### src/rtl/fwtbl_pkg.sv
package fwtbl_pkg;
    typedef enum logic [2:0] {
        S_IDLE,
        S_SIG,
        S_HDR,
        S_REC,
        S_PAIR
    } scan_st_t;

    localparam int SIG_BYTES = 10;
    localparam int HDR_BYTES = 16;
    localparam int REC_BYTES = 8;
endpackage

### src/rtl/fwtbl_sig_rom.sv
module fwtbl_sig_rom #(
    parameter logic [79:0] SIG = "PSTATETBL!"
) (
    input  logic [3:0] idx,
    output logic [7:0] ch
);
    always_comb begin
        ch = 8'h00;
        for (int k = 0; k < fwtbl_pkg::SIG_BYTES; k++) begin
            if (idx == 4'(k)) begin
                ch = SIG[8*(9-k) +: 8];
            end
        end
    end
endmodule

### src/rtl/fwtbl_pair_store.sv
module fwtbl_pair_store #(
    parameter int MAX_ST = 16,
    parameter int IDX_W  = 9
) (
    input  logic                  clk,
    input  logic                  rst_n,
    input  logic                  clr,
    input  logic                  we,
    input  logic [IDX_W-1:0]      widx,
    input  logic [7:0]            wdata,
    output logic [16*MAX_ST-1:0]  pairs
);
    localparam int NBYTES = 2 * MAX_ST;

    for (genvar i = 0; i < NBYTES; i++) begin : g_byte
        logic [7:0] byte_q;
        always_ff @(posedge clk or negedge rst_n) begin
            if (!rst_n) begin
                byte_q <= 8'h00;
            end else if (clr) begin
                byte_q <= 8'h00;
            end else if (we && widx == IDX_W'(i)) begin
                byte_q <= wdata;
            end
        end
        assign pairs[8*i +: 8] = byte_q;
    end
endmodule

### src/rtl/fwtbl_scan.sv
module fwtbl_scan #(
    parameter int          ADDR_W    = 24,
    parameter int          BASE_ADDR = 'hE0000,
    parameter int          WIN_LEN   = 'h20000,
    parameter int          STRIDE    = 16,
    parameter int          MAX_ST    = 16,
    parameter logic [7:0]  VERSION   = 8'h14,
    parameter logic [79:0] SIG       = "PSTATETBL!"
) (
    input  logic                  clk,
    input  logic                  rst_n,
    input  logic                  start,
    input  logic [31:0]           cpu_id,
    input  logic [7:0]            want_fid,
    input  logic [7:0]            want_vid,
    output logic                  mem_rd,
    output logic [ADDR_W-1:0]     mem_addr,
    input  logic [7:0]            mem_rdata,
    output logic                  busy,
    output logic                  found,
    output logic                  not_found,
    output logic                  ver_err,
    output logic [15:0]           vst,
    output logic [1:0]            rvo,
    output logic [1:0]            irt,
    output logic [1:0]            mvs,
    output logic [1:0]            batt,
    output logic [7:0]            tbl_pll,
    output logic [7:0]            n_states,
    output logic [16*MAX_ST-1:0]  pairs
);
    import fwtbl_pkg::*;

    localparam int IDX_W = 9;
    localparam logic [ADDR_W-1:0] BASE_A   = ADDR_W'(BASE_ADDR);
    localparam logic [ADDR_W-1:0] LIMIT_A  = ADDR_W'(BASE_ADDR + WIN_LEN);
    localparam logic [ADDR_W-1:0] STRIDE_A = ADDR_W'(STRIDE);
    localparam logic [ADDR_W-1:0] ONE_A    = ADDR_W'(1);

    typedef struct packed {
        scan_st_t          st;
        logic              rdy;
        logic [IDX_W-1:0]  idx;
        logic [ADDR_W-1:0] addr;
        logic [ADDR_W-1:0] cand;
        logic [7:0]        tbl_left;
        logic              match;
        logic [7:0]        rec_pll;
        logic [7:0]        rec_cnt;
        logic [31:0]       id;
        logic [7:0]        fid;
        logic [7:0]        vid;
        logic              found;
        logic              nf;
        logic              verr;
        logic [15:0]       vst;
        logic [7:0]        pk;
        logic [7:0]        pll;
        logic [7:0]        nst;
    } regs_t;

    regs_t q, d;

    logic             pw_en;
    logic             pw_clr;
    logic [7:0]       sig_ch;
    logic             resume;
    logic [ADDR_W-1:0] nxt_cand;
    logic [ADDR_W-1:0] skip_len;

    fwtbl_sig_rom #(.SIG(SIG)) u_sig (
        .idx (q.idx[3:0]),
        .ch  (sig_ch)
    );

    fwtbl_pair_store #(.MAX_ST(MAX_ST), .IDX_W(IDX_W)) u_pairs (
        .clk   (clk),
        .rst_n (rst_n),
        .clr   (pw_clr),
        .we    (pw_en),
        .widx  (q.idx),
        .wdata (mem_rdata),
        .pairs (pairs)
    );

    assign nxt_cand = q.cand + STRIDE_A;
    assign skip_len = ADDR_W'({mem_rdata, 1'b0}) + ONE_A;

    always_comb begin
        d      = q;
        pw_en  = 1'b0;
        pw_clr = 1'b0;
        resume = 1'b0;
        if (q.st == S_IDLE) begin
            if (start) begin
                d.st    = S_SIG;
                d.rdy   = 1'b0;
                d.idx   = '0;
                d.addr  = BASE_A;
                d.cand  = BASE_A;
                d.id    = cpu_id;
                d.fid   = want_fid;
                d.vid   = want_vid;
                d.found = 1'b0;
                d.nf    = 1'b0;
                d.verr  = 1'b0;
                d.vst   = '0;
                d.pk    = '0;
                d.pll   = '0;
                d.nst   = '0;
                pw_clr  = 1'b1;
            end
        end else if (!q.rdy) begin
            d.rdy = 1'b1;
        end else begin
            d.rdy  = 1'b0;
            d.addr = q.addr + ONE_A;
            d.idx  = q.idx + IDX_W'(1);
            case (q.st)
                S_SIG: begin
                    if (mem_rdata != sig_ch) begin
                        resume = 1'b1;
                    end else if (q.idx == IDX_W'(SIG_BYTES - 1)) begin
                        d.st = S_HDR;
                    end
                end
                S_HDR: begin
                    case (q.idx)
                        IDX_W'(10): begin
                            if (mem_rdata != VERSION) begin
                                d.st   = S_IDLE;
                                d.verr = 1'b1;
                            end
                        end
                        IDX_W'(12): d.vst[7:0]  = mem_rdata;
                        IDX_W'(13): d.vst[15:8] = mem_rdata;
                        IDX_W'(14): d.pk        = mem_rdata;
                        IDX_W'(15): begin
                            if (mem_rdata == 8'h00) begin
                                resume = 1'b1;
                            end else begin
                                d.tbl_left = mem_rdata;
                                d.st       = S_REC;
                                d.idx      = '0;
                                d.match    = 1'b1;
                            end
                        end
                        default: ;
                    endcase
                end
                S_REC: begin
                    case (q.idx)
                        IDX_W'(0), IDX_W'(1), IDX_W'(2), IDX_W'(3):
                            d.match = q.match &&
                                (mem_rdata == q.id[{q.idx[1:0], 3'b000} +: 8]);
                        IDX_W'(4): d.rec_pll = mem_rdata;
                        IDX_W'(5): d.match = q.match && (mem_rdata == q.fid);
                        IDX_W'(6): d.match = q.match && (mem_rdata == q.vid);
                        default: begin
                            d.rec_cnt = mem_rdata;
                            if (q.match) begin
                                d.pll = q.rec_pll;
                                d.nst = mem_rdata;
                                d.idx = '0;
                                if (mem_rdata == 8'h00) begin
                                    d.st    = S_IDLE;
                                    d.found = 1'b1;
                                end else begin
                                    d.st = S_PAIR;
                                end
                            end else if (q.tbl_left == 8'd1) begin
                                resume = 1'b1;
                            end else begin
                                d.addr     = q.addr + skip_len;
                                d.tbl_left = q.tbl_left - 8'd1;
                                d.idx      = '0;
                                d.match    = 1'b1;
                            end
                        end
                    endcase
                end
                S_PAIR: begin
                    pw_en = 1'b1;
                    if (q.idx == {q.rec_cnt, 1'b0} - IDX_W'(1)) begin
                        d.st    = S_IDLE;
                        d.found = 1'b1;
                    end
                end
                default: d.st = S_IDLE;
            endcase
            if (resume) begin
                if (nxt_cand >= LIMIT_A) begin
                    d.st  = S_IDLE;
                    d.nf  = 1'b1;
                end else begin
                    d.st   = S_SIG;
                    d.addr = nxt_cand;
                    d.cand = nxt_cand;
                    d.idx  = '0;
                end
            end
        end
    end

    always_ff @(posedge clk or negedge rst_n) begin
        if (!rst_n) begin
            q <= '{st: S_IDLE, default: '0};
        end else begin
            q <= d;
        end
    end

    assign busy      = (q.st != S_IDLE);
    assign mem_rd    = busy && !q.rdy;
    assign mem_addr  = q.addr;
    assign found     = q.found;
    assign not_found = q.nf;
    assign ver_err   = q.verr;
    assign vst       = q.vst;
    assign rvo       = q.pk[1:0];
    assign irt       = q.pk[3:2];
    assign mvs       = q.pk[5:4];
    assign batt      = q.pk[7:6];
    assign tbl_pll   = q.pll;
    assign n_states  = q.nst;
endmodule

### config.mk
export PLATFORM = sky130hd
export DESIGN_NAME = fwtbl_scan
export DESIGN_NICKNAME = d
export VERILOG_FILES = /design/src/rtl/fwtbl_pkg.sv /design/src/rtl/fwtbl_sig_rom.sv /design/src/rtl/fwtbl_pair_store.sv /design/src/rtl/fwtbl_scan.sv
export SDC_FILE = /design/constraint.sdc
export NUM_CORES = 1
export LEC_CHECK = 0
export BUFFER_PORTS_ARGS = -buffer_cell sky130_fd_sc_hd__buf_2
export CAP_MARGIN = 10
export CORE_MARGIN = 2
export CORE_UTILIZATION = 60
export CTS_CLUSTER_SIZE = 25
export DETAILED_ROUTE_END_ITERATION = 6
export PLACE_DENSITY = 0.86
export RECOVER_POWER = 50
export SYNTH_ARGS = -nofsm -noshare
export SYNTH_HDL_FRONTEND = slang
export SYNTH_SLANG_ARGS = --single-unit
export TNS_END_PERCENT = 50
### constraint.sdc
create_clock -name clk -period 9.78 [get_ports clk]
set_input_delay 0.489 -clock clk [delete_from_list [all_inputs] [get_ports clk]]
set_output_delay 0.489 -clock clk [all_outputs]
set_load 0.01 [all_outputs]
==> results of run 1 <==
[path summary, 6_finish.rpt]
check / end / slack, ns / cells past startpoint
min in group clk: q[61] / 0.12 / 3
max in group asynchronous: tbl_pll[4] / 8.16 / 2
worst max register to register: q[170] / 4.54 / 9
worst max-delay path: q[170] / 4.54 / 9
worst min-delay path: mem_addr[10] / 0.04 / 1
worst min register to register: q[76] / 0.47 / 2
[routing by layer]
layer  global-route usage (%)  up-vias  routed length, µm
li1                         -     7530                  -
met1                     42.8     8387              23000
met2                     55.4      895              28800
met3                     7.86      193               5600
met4                     15.3        0               2820
met5                        0        -                  0
[worst max-delay path, cell delays in order, from the launching register on]
cell and delay, ns:
dfrtp_1 0.85, ha_1 1.14, or2_2 0.27, a21oi_1 0.07, mux2_2 0.32, nor4_1 0.53
nand3_1 0.31, a21oi_2 0.98, nand2_1 0.28, o311ai_1 0.36
[sequential cells by signal, summed over array words and instances (netlist names)]
register               flops
q                        106
u_pairs.g_byte.byte_q    256
vst                       16
irt                        2
batt                       2
found                      1
tbl_pll                    8
not_found                  1
rvo                        2
ver_err                    1
mvs                        2
mem_addr                  24
n_states                   8
[cell families (layout without fill, tap and decap cells)]
logic type               Yosys count  count (layout)  synth area share (%)
AND/OR/NAND/NOR                  824             824                  17.4
flip-flops                       429             429                  52.4
adder cells (fa/ha/maj)           19              19                  1.20
AO/OA/AOI/OAI                    283             283                  8.65
multiplexers                     246             246                  12.7
XOR/XNOR                          52              52                  2.22
other                              0               2                     0
buffers and inverters            229             512                  5.46
[per-stage QoR]
stage	cells	hold WS, ns	worst slack, ns
global route	2815	0.121	4.09
global placement	2734	0.455	4.84
CTS	2812	0.112	4.63
floorplan	2082	0.193	6.25
detailed placement	2734	0.459	4.62
finish	2815	0.0439	4.54
[power breakdown]
group	switching, mW	internal, mW
clock network	0.707	0.996
logic	1.30	0.747
registers	0.419	2.29
total	2.43	4.03
[area by class of cell]
| class | count | area [µm²] |
|---|---|---|
| diodes | 2 | 5.00 |
| clock buffers | 54 | 1190 |
| clock inverters | 24 | 262 |
| fillers | 2628 | 10300 |
| inverters | 27 | 101 |
| multi-input cells | 1424 | 8630 |
| flip-flops and latches | 429 | 10700 |
| well taps | 448 | 561 |
| repair buffers | 407 | 1720 |
[placed cells by master, fill, tap and decap left out, types with 8 or more instances in the layout]
cell / Yosys / routed
nand2_1: 335 / 335
mux4_2: 8 / 8
a22o_1: 12 / 12
nand3_1: 77 / 77
o21ai_0: 86 / 86
o211ai_1: 11 / 11
nand4_1: 12 / 12
clkinv_2: 0 / 14
xnor2_1: 32 / 32
buf_4: 64 / 22
and3_1: 20 / 20
a22oi_1: 12 / 12
dfrtp_1: 429 / 429
mux2_2: 21 / 21
a31oi_1: 11 / 11
buf_2: 9 / 59
inv_1: 27 / 27
ha_1: 18 / 18
clkbuf_16: 0 / 43
xor2_1: 20 / 20
clkbuf_1: 124 / 327
a21oi_1: 79 / 78
nand2b_1: 12 / 12
nor3_1: 26 / 25
mux2i_1: 214 / 214
nor2_1: 279 / 279
nor4_1: 11 / 11
==> results.py, run 1 <==
metrics = {
    "status": {
        "status": "completed",
    },
    "routing": {
        "routed_wl_mm": 60.2,
        "routed_via_density": 6.04,
        "first_pass_iters": 6,
        "vias": 17000,
        "final_antenna_net_count": 0,
        "wl_per_cell_um": 21.4,
        "route.detailed.drc": 0,
        "drtIter0Drc": 1515,
    },
    "cells_and_area": {
        "fin_util_pct": 69.2,
        "nets": 2410,
        "drive_gt1_share_pct": 8.84,
        "syn_to_final_growth_pct": 13.3,
        "final_cell_area_mm2": 0.0232,
    },
    "logic_synthesis": {
        "synth_top_area_share_pct": 52.4,
        "syn_area_mm2": 0.0205,
        "synthCells": 2082,
        "yosys_warnings": 0,
        "netlist-cell-type-count": 77,
        "syn_area_per_cell_um2": 9.83,
        "synth_ff_type": "dfrtp_1",
        "yosys.cell_count.top_type": "dfrtp_1",
        "synth_common_cells": "429 x dfrtp_1, 335 x nand2_1, 279 x nor2_1",
        "async_flop_share_pct": 100,
        "synthTopCellsByArea": "dfrtp_1 52%, mux2i_1 10%, nand2_1 6.1%, nor2_1 5.1%, buf_4 2.3%",
        "ys_seq_elements": 429,
        "yosysSeqAreaShare_pct": 52.4,
        "syn_nets": 2160,
        "synth_edf_count": 0,
        "yosysTopAreaCell": "dfrtp_1",
    },
    "critical_path": {
        "reg2reg_from": "q[164]",
        "required_ns": 10.23,
        "critPathMaxFanout": 34,
        "crit_path_end_kind": "flip-flop",
        "crit_type": "flip-flop to flip-flop",
        "cp.arrival_ns": 5.69,
        "startpoint": "q[164]",
        "critPathLaunchType": "flip-flop",
    },
    "clock_network": {
        "clkTransAtPathRegs_ns": 0.07,
        "clockBufferDepth": 3,
        "cts-resized-gates": 0,
        "cts_made_buffers": 43,
        "cts_tree": "yes",
        "htreeDepth": 2,
        "clock_latency_ns": 0.56,
        "cts-root-buf": "clkbuf_16",
        "postCtsHoldBufs": 0,
        "post_cts_buffers": 0,
        "clkSinkCount": 429,
    },
    "sta": {
        "max_slew_margin_pct": 14.6,
        "skew_ns": 0.0274,
        "finalMaxSlewViolations": 0,
        "finalHoldViolCount": 0,
        "finalSetupViolations": 0,
        "fin_crit_ns": 5.24,
        "fin_setup_tns_ns": 0,
        "rsz0062_at_grt": "no",
        "fmax_mhz": 191,
        "finalCritPeriodShare_pct": 53.6,
        "max_slew.worst_pin.slew_ns": 1.28,
    },
    "floorplanning": {
        "core_area_mm2": 0.0335,
        "die_height_um": 189,
        "ioPinCount": 384,
        "start_util_pct": 61.1,
        "fp.dieW_um": 189,
        "die_area_mm2": 0.0356,
        "fp-row-count": 67,
    },
    "place": {
        "place_hpwl_mm": 38.6,
        "gp_congestion": 0.896,
        "placed_area_mm2": 0.0221,
        "io_buffers": 383,
    },
    "worst_hold_path": {
        "hold_class": "input pin to async pin",
    },
    "global_routing": {
        "grt_pass1_wl_mm": 94.7,
        "track_usage_pct": 33.8,
        "grt_pass1_vias": 17200,
        "antenna_found_initial": 2,
        "grt_max_degree": 162,
        "overflow": 0,
    },
    "power": {
        "peakVddDrop_mv": 0.180,
        "power.leakage_nw": 11.2,
        "power_density_mw_per_mm2": 278,
        "power_mw": 6.46,
    },
    "flow_run": {
        "max_cap_violations": 0,
    },
}
No activity file was read; power rests on OpenSTA's default activity.
==> run 2, diff against run 1 <==
CORE_UTILIZATION = 56   (was 60)
PLACE_DENSITY = 0.81   (was 0.86)
clock period = 5.4 ns   (was 9.78 ns; I/O delays follow)
==> results.py, run 2 (synthesis results as in run 1) <==
metrics = {
    "sta": {
        "rsz0062_at_grt": "no",
        "finalMaxSlewViolations": 273,
        "fin_crit_ns": 4.69,
        "max_slew.worst_pin.slew_ns": 2.91,
        "finalSetupViolations": 0,
        "finalCritPeriodShare_pct": 86.9,
        "worst_slack_ns": 0.706,
        "max_slew_margin_pct": -93.9,
        "skew_ns": 0.0202,
        "finalHoldViolCount": 0,
        "fmax_mhz": 213,
        "fin_setup_tns_ns": 0,
        "hold_slack_ns": 0.0375,
    },
    "floorplanning": {
        "fp-row-count": 70,
        "die_height_um": 195,
        "core_area_mm2": 0.0363,
        "fp.dieW_um": 195,
        "die_area_mm2": 0.0381,
        "start_util_pct": 56.3,
        "ioPinCount": 384,
    },
    "global_routing": {
        "grt_pass1_wl_mm": 98.5,
        "overflow": 0,
        "track_usage_pct": 33.2,
        "grt_max_degree": 164,
        "grt_pass1_vias": 17200,
        "antenna_found_initial": 2,
    },
    "clock_network": {
        "cts-resized-gates": 0,
        "cts-root-buf": "clkbuf_16",
        "post_cts_buffers": 0,
        "clkTransAtPathRegs_ns": 0.06,
        "postCtsHoldBufs": 49,
        "clkSinkCount": 429,
        "htreeDepth": 2,
        "clockBufferDepth": 3,
        "clock_latency_ns": 0.59,
        "cts_made_buffers": 44,
        "cts_tree": "yes",
    },
    "place": {
        "gp_congestion": 0.880,
        "place_hpwl_mm": 39.6,
        "dp_slack_ns": 0.894,
        "io_buffers": 383,
    },
    "power": {
        "peakVddDrop_mv": 0.386,
        "p_seq_share_pct": 41.2,
        "power.internal_mw": 7.35,
        "combPwrFrac_pct": 32.2,
        "clkPwrFrac_pct": 26.7,
        "p_switching_mw": 4.47,
        "power_mw": 11.8,
        "power_density_mw_per_mm2": 497,
        "switching_share_pct": 37.8,
        "power.leakage_nw": 11.4,
    },
    "critical_path": {
        "cp.arrival_ns": 5.17,
        "startpoint": "q[165]",
        "critPathLaunchType": "flip-flop",
        "reg2reg_from": "q[165]",
        "required_ns": 5.87,
        "critPathMaxFanout": 26,
        "crit_type": "flip-flop to flip-flop",
        "crit_path_end_kind": "flip-flop",
    },
    "routing": {
        "routed_wl_mm": 63.4,
        "wl_per_cell_um": 21.9,
        "first_pass_iters": 5,
        "drtIter0Drc": 1783,
        "vias": 17200,
        "route.detailed.drc": 0,
        "final_antenna_net_count": 0,
        "routed_via_density": 5.95,
    },
    "cells_and_area": {
        "final_cell_mix": "429 x dfrtp_1, 335 x nand2_1, 335 x clkbuf_1",
        "largest_reg_flops": 256,
        "fin_util_pct": 65.4,
        "largest_register": "u_pairs.g_byte.byte_q",
        "layout_commonest_cell": "dfrtp_1",
        "syn_to_final_growth_pct": 16.2,
        "fillers": 2940,
        "drive_gt1_share_pct": 8.75,
        "nets": 2467,
    },
    "worst_hold_path": {
        "min-delay-start": "start",
        "hold_class": "input pin to flip-flop",
    },
    "status": {
        "status": "finished, violations left",
        "violations": "max-capacitance violations, max-slew violations",
    },
    "flow_run": {
        "max_cap_violations": 4,
    },
}
run 2: cell types whose count changed in the layout (fill, tap and decap cells not counted), sizes merged:
cell | before | now
dlygate4sd3 | 0 | 49
clkbuf | 377 | 392
clkinv | 15 | 9
buf | 84 | 87
bufinv | 5 | 3
diode | 2 | 1
run 2: metrics by stage:
step | cells | instance area, µm²
2_1_floorplan | 2082 | 20500
3_3_place_gp | 2762 | 22200
3_5_place_dp | 2762 | 22200
4_1_cts | 2892 | 24200
5_1_grt | 2893 | 23800
6_report | 2893 | 23800
run 2: path summary, 6_finish.rpt:
path | endpoint | slack [ns] | cells after the start
worst max-delay path | q[131] | 0.71 | 11
worst min-delay path | q[173] | 0.04 | 3
worst max register to register | q[131] | 0.71 | 11
worst min register to register | vst[5] | 0.48 | 2
max in group asynchronous | u_pairs.g_byte[12].byte_q[4] | 1.43 | 3
min in group asynchronous | mem_addr[11] | 1.08 | 2
run 2: power by group through the flow:
stage / logic (mW) / clock network, mW / registers, mW
3_3_place_gp: 3.75 / 0 / 4.80
3_5_place_dp: 3.87 / 0 / 4.85
5_1_grt: 4.17 / 3.29 / 4.98
4_1_cts: 3.92 / 3.18 / 4.82
2_1_floorplan: 2.52 / 0 / 4.95
6_report: 3.80 / 3.15 / 4.87
run 2: critical path, stage by stage (launching register included):
cell and delay, ns:
dfrtp_1 0.72, inv_1 0.21, ha_1 0.37, buf_4 0.29, or2_2 0.32, a21oi_1 0.17, mux2_2 0.34, nor4_1 0.64
a21oi_1 0.25, o21a_1 0.53, mux2_1 0.44, mux2_2 0.26
run 2: layout make-up:
type	instances	area (µm²)	area share, %
sequential	429	10700	45.1
multi-input combinational	1424	8630	36.3
timing repair buffer	463	2250	9.47
clock buffer	65	1290	5.43
tap	468	586	2.46
clock inverter	16	190	0.799
inverter	27	101	0.426
antenna	1	2.50	0.0105
run 2: routing by layer:
metal  wire, µm  global-route usage, %  up-vias
met1      24700                   41.9     8463
met4       3280                   16.8        2
li1           -                      -     7647
met5         13                      0        -
met3       5630                   9.27      223
met2      29700                   52.9      876
